===== src/rtl/pf_handoff_pkg.sv =====
package pf_handoff_pkg;
  typedef enum logic [2:0] {
    ST_PRI_RUN    = 3'd0,
    ST_FAULT_HOLD = 3'd1,
    ST_RETRY      = 3'd2,
    ST_SEC_OWN    = 3'd3,
    ST_GIVE_BACK  = 3'd4
  } hs_state_e;

  localparam int CMD_W         = 2;
  localparam int CMD_RETRY_BIT = 0;
  localparam int CMD_FIXED_BIT = 1;
endpackage


===== src/rtl/pf_handoff_fsm.sv =====
module pf_handoff_fsm
  import pf_handoff_pkg::*;
(
  input  logic             clk,
  input  logic             rst_n,
  input  logic             p_req,
  input  logic             pg_valid,
  input  logic             p_bgack,
  input  logic             s_wr,
  input  logic [CMD_W-1:0] s_wdata,
  output hs_state_e        state,
  output logic             miss_take
);
  hs_state_e state_q, state_d;
  logic      cmd_retry, cmd_fixed;

  assign cmd_retry = s_wr & s_wdata[CMD_RETRY_BIT];
  assign cmd_fixed = s_wr & s_wdata[CMD_FIXED_BIT];
  assign miss_take = (state_q == ST_PRI_RUN) & p_req & ~pg_valid;

  always_comb begin
    state_d = state_q;
    unique case (state_q)
      ST_PRI_RUN:    if (miss_take) state_d = ST_FAULT_HOLD;
      ST_FAULT_HOLD: if (cmd_retry) state_d = ST_RETRY;
      ST_RETRY:      if (p_bgack)   state_d = ST_SEC_OWN;
      ST_SEC_OWN:    if (cmd_fixed) state_d = ST_GIVE_BACK;
      ST_GIVE_BACK:                 state_d = ST_PRI_RUN;
      default:                      state_d = ST_PRI_RUN;
    endcase
  end

  always_ff @(posedge clk or negedge rst_n) begin
    if (!rst_n) state_q <= ST_PRI_RUN;
    else        state_q <= state_d;
  end

  assign state = state_q;
endmodule


===== src/rtl/pf_fault_latch.sv =====
module pf_fault_latch #(
  parameter int AW = 24
) (
  input  logic          clk,
  input  logic          rst_n,
  input  logic          cap_en,
  input  logic [AW-1:0] addr_in,
  output logic [AW-1:0] addr_q
);
  logic [AW-1:0] addr_r;

  always_ff @(posedge clk or negedge rst_n) begin
    if (!rst_n)      addr_r <= '0;
    else if (cap_en) addr_r <= addr_in;
  end

  assign addr_q = addr_r;
endmodule


===== src/rtl/pf_ack_gen.sv =====
module pf_ack_gen
  import pf_handoff_pkg::*;
(
  input  logic      clk,
  input  logic      rst_n,
  input  hs_state_e state,
  input  logic      p_req,
  input  logic      pg_valid,
  output logic      dtack
);
  logic ack_d, ack_q;

  assign ack_d = (state == ST_PRI_RUN) & p_req & pg_valid;

  always_ff @(posedge clk or negedge rst_n) begin
    if (!rst_n) ack_q <= 1'b0;
    else        ack_q <= ack_d;
  end

  assign dtack = ack_q;
endmodule


===== src/rtl/pf_handoff_ctrl.sv =====
module pf_handoff_ctrl
  import pf_handoff_pkg::*;
#(
  parameter int AW = 24
) (
  input  logic             clk,
  input  logic             rst_n,
  input  logic             p_req,
  input  logic [AW-1:0]    p_addr,
  input  logic             pg_valid,
  input  logic             p_bgack,
  input  logic             s_wr,
  input  logic [CMD_W-1:0] s_wdata,
  output logic             p_dtack,
  output logic             p_halt,
  output logic             p_berr,
  output logic             p_br,
  output logic             grant_pri,
  output logic             grant_sec,
  output logic             s_irq,
  output logic [AW-1:0]    s_rdata
);
  hs_state_e state;
  logic      miss_take;

  pf_handoff_fsm u_fsm (
    .clk       (clk),
    .rst_n     (rst_n),
    .p_req     (p_req),
    .pg_valid  (pg_valid),
    .p_bgack   (p_bgack),
    .s_wr      (s_wr),
    .s_wdata   (s_wdata),
    .state     (state),
    .miss_take (miss_take)
  );

  pf_fault_latch #(.AW(AW)) u_latch (
    .clk     (clk),
    .rst_n   (rst_n),
    .cap_en  (miss_take),
    .addr_in (p_addr),
    .addr_q  (s_rdata)
  );

  pf_ack_gen u_ack (
    .clk      (clk),
    .rst_n    (rst_n),
    .state    (state),
    .p_req    (p_req),
    .pg_valid (pg_valid),
    .dtack    (p_dtack)
  );

  always_comb begin
    p_halt    = (state == ST_RETRY);
    p_berr    = (state == ST_RETRY);
    p_br      = (state == ST_RETRY) | (state == ST_SEC_OWN);
    s_irq     = (state == ST_FAULT_HOLD);
    grant_sec = (state == ST_SEC_OWN);
    grant_pri = (state == ST_PRI_RUN) | (state == ST_FAULT_HOLD) | (state == ST_RETRY);
  end
endmodule


===== config.mk =====
export PLATFORM = sky130hd
export DESIGN_NAME = pf_handoff_ctrl
export DESIGN_NICKNAME = d
export VERILOG_FILES = /design/src/rtl/pf_handoff_pkg.sv /design/src/rtl/pf_handoff_fsm.sv /design/src/rtl/pf_fault_latch.sv /design/src/rtl/pf_ack_gen.sv /design/src/rtl/pf_handoff_ctrl.sv
export SDC_FILE = /design/constraint.sdc
export NUM_CORES = 1
export LEC_CHECK = 0
export CORE_ASPECT_RATIO = 1.1
export CORE_MARGIN = 5
export CORE_UTILIZATION = 29
export DETAILED_ROUTE_END_ITERATION = 8
export DONT_BUFFER_PORTS = 1
export PLACE_DENSITY = 0.46
export SYNTH_ARGS = -nofsm -noshare
export SYNTH_HDL_FRONTEND = slang
export SYNTH_SLANG_ARGS = --single-unit

===== constraint.sdc =====
create_clock -name clk -period 1.5 [get_ports clk]
set_clock_uncertainty 0.1 [all_clocks]
set_input_delay 0.3 -clock clk [delete_from_list [all_inputs] [get_ports clk]]
set_output_delay 0.3 -clock clk [all_outputs]
set_load 0.05 [all_outputs]

==> reports/metrics.cfg <==
[status]
status = finished, violations left
violations = setup timing

[worst_setup_path]
startpoint = u_fsm.state[2]
worst-path-buf-inv = 2
cp.arrival_ns = 1.27
cp.required_ns = 1.10
r2r-end = u_latch.addr_q[2]
worstPathCellList = buf_6, nand2b_4, clkinvlp_4, and2_4
start_kind = register
cp_slowest_stage_delay_ns = 0.40
critPathKind = reg2out
rr_worst_depth = 5
end_kind = output pin
path_delay_family = flip-flops
r2r_slack_ns = -0.14
slowest_stage = dfrtp_1
critPathMaxFanout = 4
r2r_start = u_fsm.state[2]

[detailed_routing]
firstDrtPassIters = 2
drt-initial-drc-count = 28
wl_per_cell_um = 18.6
drc = 0
drtAntennaViolNets = 0
via_per_inst = 4.57
num_vias = 654
routed_wl_mm = 2.65

[yosys]
syn-instance-count = 76
syn_nets = 108
synth_top_cells_by_area = dfrtp_1 56%, mux2_4 24%, mux2_2 4.5%, buf_12 3.2%, buf_6 1.8%
syn_area_per_cell_um2 = 16.3
synth_cell_types = 21
yosysTopAreaCell = dfrtp_1
synth_warnings = 0
synth.top_cell.area_share_pct = 56.4
seq_area_frac_synth_pct = 56.4
synth-seq-cells = 28
synthesis.area_um2 = 1240

[clock_network]
clk_path_buf_depth = 2
clkLatencyLatePin_ns = 0.26
numCtsBuffers = 3
cts-htree-levels = 1
cts_tree = built
cts-root-buf = clkbuf_8
clk_pin_slew_worst_paths_ns = 0.08
cts_sinks = 28

[sta]
setup_viol = 30
fin_crit_sh_pct = 111
worstMarginPinSlew_ns = 0.511
fmax_ghz = 0.600
period_needed_ns = 1.67
hold_viol_final = 0
maxSlewHeadroom_pct = 65.9
slew_violations = 0
rsz0062_at_grt = true
fin_ws_ns = -0.166

[die]
die_w_um = 72.4
die_y_um = 78.7
coreArea_um2 = 4220
io_pins = 63
row_count = 25
start_util_pct = 29.4
dieArea_um2 = 5700

[placed_design]
place_worst_setup_slack_ns = -0.0388
io_buffers = 0
place_congestion = 0.664

[finish]
nets = 123
syn_to_final_growth_pct = 22.7
drive_gt1_share_pct = 58.4
final_common_cell = dfrtp_1
n_antenna_cell = 0
layout_common_cells = 28 x dfrtp_1, 24 x mux2_4, 6 x buf_6

[grt]
grt_pass1_vias = 772
grt_overflow_total = 0
antenna_found_initial = 0
grt_pass1_wl_mm = 4.06
grt_max_degree = 29
track_usage_pct = 9.19

[hold_path]
min_from = s_wr
min_path_cells = 1
hold_end = u_fsm.state[0]
hold_path_class = in2reg

[job]
drv_cap = 0

==> flip-flops by register name, summed over array words and instances, names as in the netlist <==
| name | flops |
|---|---|
| u_ack.dtack | 1 |
| u_fsm.state | 3 |
| u_latch.addr_q | 24 |
==> worst max path at each step <==
stage	to	slack [ns]	cells past startpoint
after global routing	grant_sec	-0.23	4
after detailed placement	u_latch.addr_q[20]	-0.04	4
after floorplan	grant_pri	-0.17	2
final	grant_sec	-0.17	4
after global placement	u_latch.addr_q[20]	-0.03	4
after CTS	s_irq	-0.17	5
==> cells in the mapped netlist <==
cell type,number
buf_4,1
mux2_2,5
buf_2,1
nand3_1,1
buf_12,2
nor2_1,2
a211oi_1,1
nand4b_1,1
dfrtp_1,28
buf_6,2
nor3b_1,1
a21oi_1,2
and4bb_1,1
and2_1,2
and4b_1,1
nor2_2,1
mux2_4,20
nand2b_1,1
nand2_1,1
a311oi_1,1
inv_1,1
==> cells by family after synthesis <==
kind of cell    Yosys count  synth area share [%]
compound gates            4                  2.12
mux                      25                  28.7
buf+inv                   7                  6.34
flops                    28                  56.4
simple gates             12                  6.45
==> metrics by stage <==
step	instance area (um2)	hold WS [ns]	instances	setup TNS [ns]	util [%]
after CTS	1490	0.0289	143	-3.66	35.2
after floorplan	1260	-0.0956	76	-1.82	-
after global routing	1520	0.0217	143	-5.68	36.1
final	1520	0.0384	143	-3.49	36.1
after global placement	1350	-0.0947	134	-0.0816	31.9
after detailed placement	1350	-0.0947	134	-0.157	31.9
==> per-layer routing <==
| layer | GRT usage, % | wire length [um] | up-vias |
|---|---|---|---|
| met2 | 15.9 | 1380 | 34 |
| li1 | - | - | 289 |
| met4 | 2.77 | 25 | 0 |
| met3 | 3.46 | 288 | 4 |
| met1 | 10.3 | 959 | 327 |
| met5 | 0 | 0 | - |
==> cell type report <==
class | instances | area, um2
clock buffer | 3 | 41.3
fill | 411 | 2700
inverter | 1 | 7.51
multi-input combinational | 41 | 512
sequential | 28 | 701
tap | 54 | 67.6
timing repair buffer | 16 | 195
==> repair_timing <==
action / 4_1_cts / 5_1_grt
endpoints found under the setup margin: 27 / 31
setup buffers: 3 / 0
gates resized for setup: 11 / 10
endpoints found under the hold margin: 28 / 0
gates cloned: 1 / 0
hold buffers: 2 / 0
pin swaps: 1 / 3
Power is not shown: default switching activity piles up to over one toggle a cycle in this logic, so the estimate is an artifact.
